**src/rtl/pms_pkg.sv**
```systemverilog
package pms_pkg;

    typedef enum logic [2:0] {
        PS_OFF     = 3'd0,
        PS_COLD    = 3'd1,
        PS_WDOG    = 3'd2,
        PS_ON      = 3'd3,
        PS_UOWAIT  = 3'd4,
        PS_MEMHOLD = 3'd5,
        PS_USEROFF = 3'd6,
        PS_WARM    = 3'd7
    } pstate_t;

    typedef struct packed {
        logic rst_sys_n;
        logic rst_mcu_n;
        logic spi_en;
        logic int_pass;
        logic clk_per;
        logic clk_mcu;
    } pout_t;

    typedef struct packed {
        logic mcu_en;
        logic uoff_clk;
        logic drm;
    } clkcfg_t;

    function automatic logic is_ramp(pstate_t s);
        return (s == PS_COLD) || (s == PS_WARM);
    endfunction

    function automatic logic is_powered(pstate_t s);
        return (s == PS_WDOG) || (s == PS_ON) || (s == PS_UOWAIT);
    endfunction

    function automatic logic is_timed(pstate_t s);
        return is_ramp(s) || (s == PS_WDOG) || (s == PS_UOWAIT);
    endfunction

    function automatic pstate_t lp_dest(logic [1:0] code);
        case (code)
            2'd1:    return PS_MEMHOLD;
            2'd2:    return PS_USEROFF;
            default: return PS_OFF;
        endcase
    endfunction

    function automatic pout_t decode_out(pstate_t s, clkcfg_t c);
        pout_t o;
        logic  pw;
        logic  keep;
        pw          = is_powered(s);
        keep        = (c.mcu_en & c.uoff_clk) | c.drm;
        o.rst_sys_n = pw;
        o.rst_mcu_n = pw | (s == PS_USEROFF) | (s == PS_WARM);
        o.spi_en    = pw;
        o.int_pass  = (s == PS_WDOG) | (s == PS_ON);
        o.clk_per   = pw;
        o.clk_mcu   = pw | ((s == PS_MEMHOLD) & c.drm)
                    | (((s == PS_USEROFF) | (s == PS_WARM)) & keep);
        return o;
    endfunction

endpackage

```
**src/rtl/pms_timer.sv**
```systemverilog
module pms_timer #(
    parameter int TW = 5
) (
    input  logic          clk,
    input  logic          rst,
    input  logic          restart,
    input  logic          run,
    input  logic          tick,
    output logic [TW-1:0] elapsed
);
    always_ff @(posedge clk) begin
        if (rst || restart)
            elapsed <= '0;
        else if (run && tick && !(&elapsed))
            elapsed <= elapsed + 1'b1;
    end


    timer_step_chk: assert property (@(posedge clk) disable iff (rst)
        (!$past(restart) && !$past(rst)) |-> (elapsed - $past(elapsed)) <= TW'(1));
endmodule

```
**src/rtl/pms_stagger.sv**
```systemverilog
module pms_stagger #(
    parameter int NREG    = 4,
    parameter int INIT_MS = 8,
    parameter int STEP_MS = 1,
    parameter int TW      = 5
) (
    input  logic            clk,
    input  logic            rst,
    input  logic            ramp,
    input  logic            powered,
    input  logic [TW-1:0]   elapsed,
    output logic [NREG-1:0] reg_en,
    output logic            all_up
);
    for (genvar k = 0; k < NREG; k++) begin : g_rail
        localparam logic [TW-1:0] ON_AT = TW'(INIT_MS + k * STEP_MS);
        assign reg_en[k] = powered | (ramp & (elapsed >= ON_AT));
    end

    assign all_up = &reg_en;


    one_rail_per_cycle_chk: assert property (@(posedge clk) disable iff (rst)
        $countones(reg_en) <= $countones($past(reg_en)) + 1);
endmodule

```
**src/rtl/pms_fsm.sv**
```systemverilog
module pms_fsm
    import pms_pkg::*;
#(
    parameter int TW      = 5,
    parameter int RST_MS  = 12,
    parameter int WDOG_MS = 16,
    parameter int WAIT_MS = 8
) (
    input  logic          clk,
    input  logic          rst,
    input  logic          turn_on,
    input  logic          bp_ok,
    input  logic          wdi,
    input  logic          uoff_req,
    input  logic          lp_wr,
    input  logic [1:0]    lp_code,
    input  logic          wb_clr,
    input  clkcfg_t       ccfg,
    input  logic [TW-1:0] elapsed,
    input  logic          all_up,
    output pstate_t       cur,
    output logic          restart,
    output pout_t         pout,
    output logic          warm_boot
);
    localparam logic [TW-1:0] RST_T  = TW'(RST_MS);
    localparam logic [TW-1:0] WDOG_T = TW'(WDOG_MS);
    localparam logic [TW-1:0] WAIT_T = TW'(WAIT_MS);

    pstate_t    nxt;
    logic [1:0] target;
    logic       wake;

    assign wake = turn_on & bp_ok;
    assign pout = decode_out(cur, ccfg);

    always_comb begin
        nxt = cur;
        case (cur)
            PS_OFF:     if (wake) nxt = PS_COLD;
            PS_COLD,
            PS_WARM:    if (all_up && elapsed >= RST_T) nxt = PS_WDOG;
            PS_WDOG:    if (elapsed >= WDOG_T) nxt = PS_ON;
            PS_ON:      if (!wdi) nxt = lp_dest(target);
                        else if (uoff_req) nxt = PS_UOWAIT;
            PS_UOWAIT:  if (elapsed >= WAIT_T) nxt = lp_dest(target);
            PS_MEMHOLD: if (wake) nxt = PS_COLD;
            PS_USEROFF: if (wake) nxt = PS_WARM;
            default:    nxt = PS_OFF;
        endcase
    end

    assign restart = (nxt != cur);

    always_ff @(posedge clk) begin
        if (rst) begin
            cur       <= PS_OFF;
            target    <= 2'd0;
            warm_boot <= 1'b0;
        end else begin
            cur <= nxt;
            if (is_ramp(cur))
                target <= 2'd0;
            else if (lp_wr && pout.spi_en)
                target <= lp_code;
            if (cur == PS_MEMHOLD && nxt == PS_COLD)
                warm_boot <= 1'b1;
            else if (wb_clr && pout.spi_en)
                warm_boot <= 1'b0;
        end
    end


    off_wake_chk: assert property (@(posedge clk) disable iff (rst)
        ($past(cur) == PS_OFF && cur == PS_COLD) |-> $past(bp_ok));

    wdog_entry_chk: assert property (@(posedge clk) disable iff (rst)
        (cur == PS_WDOG && $past(cur) != PS_WDOG && !$past(rst)) |-> $past(elapsed) >= RST_T);

    useroff_wake_chk: assert property (@(posedge clk) disable iff (rst)
        ($past(cur) == PS_USEROFF && cur != PS_USEROFF && !$past(rst)) |-> cur == PS_WARM);

    wb_set_chk: assert property (@(posedge clk) disable iff (rst)
        $rose(warm_boot) |-> $past(cur) == PS_MEMHOLD);
endmodule

```
**src/rtl/pwr_mode_seq.sv**
```systemverilog
module pwr_mode_seq
    import pms_pkg::*;
#(
    parameter int NREG    = 4,
    parameter int INIT_MS = 8,
    parameter int STEP_MS = 1,
    parameter int RST_MS  = 12,
    parameter int WDOG_MS = 16,
    parameter int WAIT_MS = 8
) (
    input  logic            clk,
    input  logic            rst,
    input  logic            ms_tick,
    input  logic            turn_on,
    input  logic            bp_ok,
    input  logic            wdi,
    input  logic [1:0]      stby,
    input  logic            spi_uoff_req,
    input  logic            spi_lp_wr,
    input  logic [1:0]      spi_lp_code,
    input  logic            spi_wb_clr,
    input  logic            cfg_mcuclk_en,
    input  logic            cfg_uoffclk,
    input  logic            cfg_drm,
    output logic            rst_sys_n,
    output logic            rst_mcu_n,
    output logic            spi_en,
    output logic            int_pass,
    output logic            clk32_per_en,
    output logic            clk32_mcu_en,
    output logic [NREG-1:0] reg_en,
    output logic            warm_boot
);
    localparam int LAST_UP = INIT_MS + (NREG - 1) * STEP_MS;
    localparam int MAX_A   = (RST_MS > WDOG_MS) ? RST_MS : WDOG_MS;
    localparam int MAX_B   = (WAIT_MS > LAST_UP) ? WAIT_MS : LAST_UP;
    localparam int MAX_T   = (MAX_A > MAX_B) ? MAX_A : MAX_B;
    localparam int TW      = $clog2(MAX_T + 2);

    pstate_t       cur;
    pout_t         pout;
    clkcfg_t       ccfg;
    logic          restart;
    logic          all_up;
    logic [TW-1:0] elapsed;
    logic          stby_unused;

    assign ccfg        = '{mcu_en: cfg_mcuclk_en, uoff_clk: cfg_uoffclk, drm: cfg_drm};
    assign stby_unused = ^stby;

    pms_timer #(.TW(TW)) u_timer (
        .clk(clk), .rst(rst), .restart(restart),
        .run(is_timed(cur)), .tick(ms_tick), .elapsed(elapsed)
    );

    pms_stagger #(.NREG(NREG), .INIT_MS(INIT_MS), .STEP_MS(STEP_MS), .TW(TW)) u_stagger (
        .clk(clk), .rst(rst), .ramp(is_ramp(cur)), .powered(is_powered(cur)),
        .elapsed(elapsed), .reg_en(reg_en), .all_up(all_up)
    );

    pms_fsm #(.TW(TW), .RST_MS(RST_MS), .WDOG_MS(WDOG_MS), .WAIT_MS(WAIT_MS)) u_fsm (
        .clk(clk), .rst(rst), .turn_on(turn_on), .bp_ok(bp_ok), .wdi(wdi),
        .uoff_req(spi_uoff_req), .lp_wr(spi_lp_wr), .lp_code(spi_lp_code),
        .wb_clr(spi_wb_clr), .ccfg(ccfg), .elapsed(elapsed), .all_up(all_up),
        .cur(cur), .restart(restart), .pout(pout), .warm_boot(warm_boot)
    );

    assign rst_sys_n    = pout.rst_sys_n;
    assign rst_mcu_n    = pout.rst_mcu_n;
    assign spi_en       = pout.spi_en;
    assign int_pass     = pout.int_pass;
    assign clk32_per_en = pout.clk_per;
    assign clk32_mcu_en = pout.clk_mcu;


    idle_timer_chk: assert property (@(posedge clk) disable iff (rst)
        (cur inside {PS_OFF, PS_MEMHOLD, PS_USEROFF}) |-> elapsed == '0);

    spi_gate_chk: assert property (@(posedge clk) disable iff (rst)
        spi_en |-> (rst_sys_n && reg_en == {NREG{1'b1}}));
endmodule

```
**config.mk**
```make
export PLATFORM = sky130hd
export DESIGN_NAME = pwr_mode_seq
export DESIGN_NICKNAME = d
export VERILOG_FILES = /design/src/rtl/pms_pkg.sv /design/src/rtl/pms_timer.sv /design/src/rtl/pms_stagger.sv /design/src/rtl/pms_fsm.sv /design/src/rtl/pwr_mode_seq.sv
export SDC_FILE = /design/constraint.sdc
export NUM_CORES = 1
export LEC_CHECK = 0
export ABC_AREA = 1
export BUFFER_PORTS_ARGS = -buffer_cell sky130_fd_sc_hd__clkbuf_2
export CAP_MARGIN = 20
export CORE_ASPECT_RATIO = 1.25
export CORE_UTILIZATION = 56
export CTS_BUF_LIST = sky130_fd_sc_hd__clkbuf_16
export DETAILED_ROUTE_END_ITERATION = 6
export PLACE_DENSITY = 0.84
export SLEW_MARGIN = 25
export SYNTH_ARGS = -nofsm -noshare
export SYNTH_HDL_FRONTEND = slang
export SYNTH_SLANG_ARGS = --single-unit
export TNS_END_PERCENT = 1
```
**constraint.sdc**
```tcl
create_clock -name clk -period 2.59 [get_ports clk]
set_input_delay 0.518 -clock clk [delete_from_list [all_inputs] [get_ports clk]]
set_output_delay 0.518 -clock clk [all_outputs]
set_load 0.03 [all_outputs]
```
# After elaboration in Yosys (flattened, before gate mapping)
# Index checks and enable logic that the tools add are counted.
[classes]
mux = 11
addsub = 1
div = 0
magnitude_cmp = 6
shifts = 0
n_mul = 0
reduce_logical = 20
eq_ne = 11
bitwise = 19
[op_table]
columns = ["operator", "count"]
rows = [
  ["greater-or-equal comparator 5 x 4 -> 1 bit (second input constant)", 5],
  ["2-to-1 mux 3 bit", 7],
  ["one-hot mux 3 bit (6 select lines)", 1],
  ["equality test 3 bit (second input constant)", 4],
  ["bitwise OR 1 bit", 11],
  ["AND 1 bit", 8],
  ["equality test 3 x 1 -> 1 bit (second input constant)", 2],
  ["equality test 3 x 2 -> 1 bit (second input constant)", 2],
  ["logical AND 1 bit", 6],
  ["logical OR 1 bit", 6],
  ["one-hot mux 3 bit (2 select lines)", 1],
  ["OR reduction 2 bit", 3],
  ["adder 5 x 1 -> 5 bit (second input constant)", 1],
  ["greater-or-equal comparator 5 bit (second input constant)", 1],
  ["AND reduction 5 bit", 1],
  ["AND reduction 4 bit", 1],
  ["logical NOT 3 bit", 1],
  ["inequality test 3 bit", 1],
  ["equality test 2 x 1 -> 1 bit (second input constant)", 1],
  ["equality test 2 bit (second input constant)", 1],
  ["2-to-1 mux 1 bit", 2],
  ["nonzero test 2 bit", 1],
  ["logical NOT 1 bit", 1],
]
[totals]
output_inout_bits = 11
latch_bits = 0
register_bits = 11
romBits = 0
n_memories = 0
elab_cells = 72
input_bits = 16
ramBits = 0

# Depth between registers and ports, before layout
[logic_depth]
ltp_word = 11
depth_mapped = 12
ltp_nobuf = 12

# By module
# From an unflattened synthesis, not the netlist that was laid out.
[hier_totals]
hier_cells = 176
area_unflattened_um2 = 1007.2
[by_module_without_submodules]
columns = ["module", "n_inst", "area_each_um2", "seq_area_each_um2", "cells_each"]
rows = [
  ["pms_fsm", 1, 615.6, 120.1, 108],
  ["pms_timer", 1, 269.0, 100.1, 38],
  ["pms_stagger", 1, 78.8, 0.0, 19],
  ["pwr_mode_seq", 1, 43.8, 0.0, 11],
]

# Least setup slack after synthesis
# OpenSTA, ideal clock, no wires.
[synth_timing]
path_kind = "reg2out"
from = "register u_timer.elapsed[2]"
to = "output port reg_en[3]"
t_arrival_ps = 1498
slack_ps = 574
required_ps = 2072
n_path_buf = 0
path_stages_with_launch = 5
cell_sequence = "dfxtp_1 > inv_1 > o21ai_0 > a211oi_1 > o21ai_0"
[synth_via]
elab_chain_cells = 3
[synth_lines]
columns = ["item", "line", "source"]
rows = [
  ["from (decl)", "pms_timer.sv:9", "output logic [TW-1:0] elapsed"],
  ["from (signal assigned)", "pms_timer.sv:15", "elapsed <= elapsed + 1'b1;"],
  ["greater-or-equal comparator 5 x 4 -> 1 bit", "pms_stagger.sv:17", "assign reg_en[k] = powered | (ramp & (elapsed >= ON_AT));"],
  ["AND 1 bit", "pms_stagger.sv:17", ""],
  ["bitwise OR 1 bit", "pms_stagger.sv:17", ""],
  ["to (decl)", "pwr_mode_seq.sv:31", "output logic [NREG-1:0] reg_en,"],
]
# Every way passes these cells.

# Worst setup path in the final report
[layout_timing]
from = "register u_fsm.cur[1]"
to = "output port reg_en[1]"
[layout_via]
elab_chain_cells = 4
word_cells_on_any_way = 10
classes_between = "eq/ne: 5; bitwise: 2; reduce/logical: 3"
[layout_lines]
columns = ["item", "line", "source"]
rows = [
  ["from (decl)", "pms_fsm.sv:21", "output pstate_t cur,"],
  ["from (signal assigned)", "pms_fsm.sv:61", "cur <= nxt;"],
  ["equality test 3 x 1 -> 1 bit (tied with other cells)", "pms_pkg.sv:30", "return (s == PS_COLD) || (s == PS_WARM);"],
  ["logical OR 1 bit, on equally long branches", "pms_pkg.sv:30, pms_pkg.sv:34", ""],
  ["AND 1 bit / logical OR 1 bit (equally long branches)", "pms_stagger.sv:17, pms_pkg.sv:34", ""],
  ["bitwise OR 1 bit (*)", "pms_stagger.sv:17", ""],
]
# Mark *: on every way between the ends. The rest lies on a longest branch, timed or not.

==> run_results.csv <==
group,metric,value,unit
outcome,status,"complete, no violations",
floorplanning,dieHeight,50.4,microns
synthesis,ys_seq_area_frac,0.210,
final_layout,layout.nets,214,
final_layout,nFillCells,169,
cts,cts_hold_buf,0,
power,seq_power_share,0.296,
sta,post-route-period-util,0.847,
synthesis,synth.avg_cell_area,6.29,sq um
floorplanning,core-area,1770,sq um
worst_setup_path,critical_path.startpoint_type,"flip-flop",
floorplanning,initial_core_util,0.595,
routing,drc,0,
worst_setup_path,crit_start,"u_fsm.cur[1]",
power,share_comb_of_total_power,0.267,
floorplanning,die_w,40.8,microns
final_layout,diodes,0,
synthesis,synthTopCellsByArea,"dfxtp_1 (21%), nand2_1 (14%), inv_1 (10%)",
routing,antenna_left,0,
grt,grt_pass1_wl,3.77,mm
routing,post_drt_wl_per_cell,11.0,microns
sta,clock_skew,0.00142,ns
synthesis,synth_compound_area_frac,0.0905,
sta,final.min_clock_period,2.19,ns
synthesis,ys_types,26,
synthesis,syn_area,1050,sq um
synthesis,synth_simple_gate_area_frac,0.442,
cts,postCtsSetupBuffers,0,
cts,clockRootBuffer,"clkbuf_16",
placement,globalplace.congestion,0.845,
floorplanning,die_area,2060,sq um
worst_setup_path,r2r_cells,8,
synthesis,ys_ff_latch,11,
grt,track_usage,0.268,
cts,cts_tree,"built",
placement,portBuffers,24,
sta,setup_viol,0,
sta,tns,0,ns
grt,gr-total-overflow,0,
cts,cts_resized,0,
synthesis,syn-instance-count,167,
grt,grt_max_degree,11,
cts,htreeDepth,1,
synthesis,syn_nets,189,
sta,hold_ws,0.463,ns
grt,grt_antenna_before_repair,0,
final_layout,register_area,220,sq um
routing,drtIter0Drc,20,
power,powerDensity,509,nW/um^2
synthesis,synth_top_cell_by_area,"dfxtp_1",
sta,slew_viol_final,0,
routing,drt-vias-per-instance,5.26,
cts,numClockSinks,11,
worst_setup_path,worstPathRequired,2.07,ns
job,maxCapViolations,0,
cts,clk_latency,0.24,ns
synthesis,synth-xor-area-share,0.0250,
power,clkPwrFrac,0.438,
sta,tightestPinTransition,0.451,ns
final_layout,area_delta_synth_final,17.3,%
final_layout,final_layout_size_suffix_gt1_frac,0.262,
placement,dp_cells,206,
sta,hold_viol,0,
power,power.switching,0.196,mW
sta,max_freq,456,MHz
floorplanning,io_pins,27,
worst_setup_path,critPathCapture,"reg_en[1]",
routing,drtPass1Iterations,4,
worst_setup_path,critPathKind,"reg -> out",
cts,cts.reportedPaths.clkPinSlew,0.04,ns
worst_hold_path,hold_class,"reg -> reg",
routing,vias,1104,
worst_setup_path,r2r_start,"u_fsm.cur[1]",
worst_setup_path,path_max_fanout,9,
power,intPower,0.432,mW
synthesis,synth_fa_ha_area_frac,0.0714,
worst_hold_path,hold_start,"u_fsm.warm_boot",
power,p_leak,0.650,nW
synthesis,synth_top_area_share,0.210,
power,vdd_drop_max,0.000531,V
sta,relSlewSlack,0.696,
worst_setup_path,cp.arrival,1.67,ns
floorplanning,rows,17,
cts,cts_max_path_buffers,2,
power,p_sw_frac,0.312,
routing,wirelength,2.31,mm
worst_setup_path,rr_endpoint,"u_timer.elapsed[0]",
synthesis,muxShareOfSynthArea,0,
final_layout,multi_input_area,661,sq um
synthesis,synth_top_family_by_area,"simple AND/OR/NAND/NOR gates",
final_layout,fin_cells,210,
placement,dpl.hpwl,1.83,mm
cts,cts_buffers,3,
worst_setup_path,reg2reg_slack,0.87,ns
worst_setup_path,endpoint_kind,"primary output",
synthesis,ys_warn_count,0,
sta,rsz0062_at_grt,"false",
grt,grt_pass1_vias,985,
==> worst min-delay path by stage <==
stage                           end  depth (start not counted)
finish              u_fsm.warm_boot                          2
global route        u_fsm.warm_boot                          2
CTS                 u_fsm.warm_boot                          2
detailed placement  u_fsm.warm_boot                          2
global placement    u_fsm.warm_boot                          2
floorplan           u_fsm.target[1]                          2
==> cells by family (layout without fill, tap and decap cells) <==
logic type,Yosys count,in the layout
simple gates,95,95
xor+xnor,3,3
buf+inv,36,60
compound gates,16,16
fa+ha+maj,6,6
flops,11,11
==> flip-flops by register name (all words and copies together), names as in the netlist <==
register / count
u_fsm.warm_boot: 1
u_timer.elapsed: 5
u_fsm.cur: 3
u_fsm.target: 2
==> final cells by class <==
type	instances	area share
inverters	31	0.0985
repair buffers	25	0.104
clock inverters	1	0.00305
flip-flops and latches	11	0.179
well taps	19	0.0193
multi-input cells	120	0.536
clock buffers	3	0.0609
==> worst max-delay path, cell delays in order, from the launching register on <==
cell	delay [ns]
dfxtp_1	0.59
nand2_2	0.14
nand2_2	0.13
nand2_4	0.08
inv_1	0.14
nand2_1	0.08
nand2_1	0.07
clkbuf_2	0.20
==> per-stage QoR <==
stage | area (sq um) | utilization | setup slack [ns] | total power [mW]
final | 1230 | 0.698 | 0.397 | 0.628
after CTS | 1230 | 0.698 | 0.397 | 0.634
after floorplan | 1050 | - | 0.574 | 0.316
after detailed placement | 1150 | 0.653 | 0.672 | 0.354
after global routing | 1230 | 0.698 | 0.261 | 0.662
after global placement | 1150 | 0.653 | 0.688 | 0.350
==> power groups by stage <==
stage | logic [mW] | clock network, mW | registers (mW)
floorplan | 0.135 | 0 | 0.182
finish | 0.167 | 0.275 | 0.186
global route | 0.184 | 0.291 | 0.186
global placement | 0.162 | 0 | 0.188
detailed placement | 0.165 | 0 | 0.188
CTS | 0.167 | 0.281 | 0.186
==> cell usage in the layout, fill, tap and decap left out, types with 2 or more instances in the layout <==
cell / n
inv_4: 2
inv_1: 29
dfxtp_1: 11
nand2_1: 39
nor2_1: 19
a21oi_1: 4
nor2_2: 4
nand2_2: 8
ha_1: 6
o21ai_0: 9
nand3_1: 15
clkbuf_2: 24
xor2_1: 3
clkbuf_16: 3
nor3_1: 3
==> synth_stat cells <==
master / number
nor2_4: 1
a21oi_1: 4
buf_4: 2
xor2_1: 3
a211oi_1: 1
nor3_1: 3
nor2_1: 19
a2111oi_2: 1
o21ai_0: 9
buf_6: 3
inv_1: 28
nor2_2: 4
nand3b_4: 1
nand3_2: 1
o211ai_1: 1
nor3_2: 1
dfxtp_1: 11
nand3_1: 15
nand4_2: 1
inv_4: 2
inv_2: 1
ha_1: 6
nand2_1: 39
nand2_2: 8
nand2_4: 1
nand4_1: 1
==> routing by layer <==
| metal | routed length, microns | share of wire | up-vias | GRT usage |
|---|---|---|---|---|
| met3 | 74 | 0.032 | 8 | 0.0398 |
| met1 | 1010 | 0.44 | 508 | 0.334 |
| met5 | 0 | 0 | - | 0 |
| met4 | 57 | 0.025 | 0 | 0.150 |
| li1 | - | - | 565 | - |
| met2 | 1170 | 0.50 | 23 | 0.418 |
No activity file was read; power rests on OpenSTA's default activity.
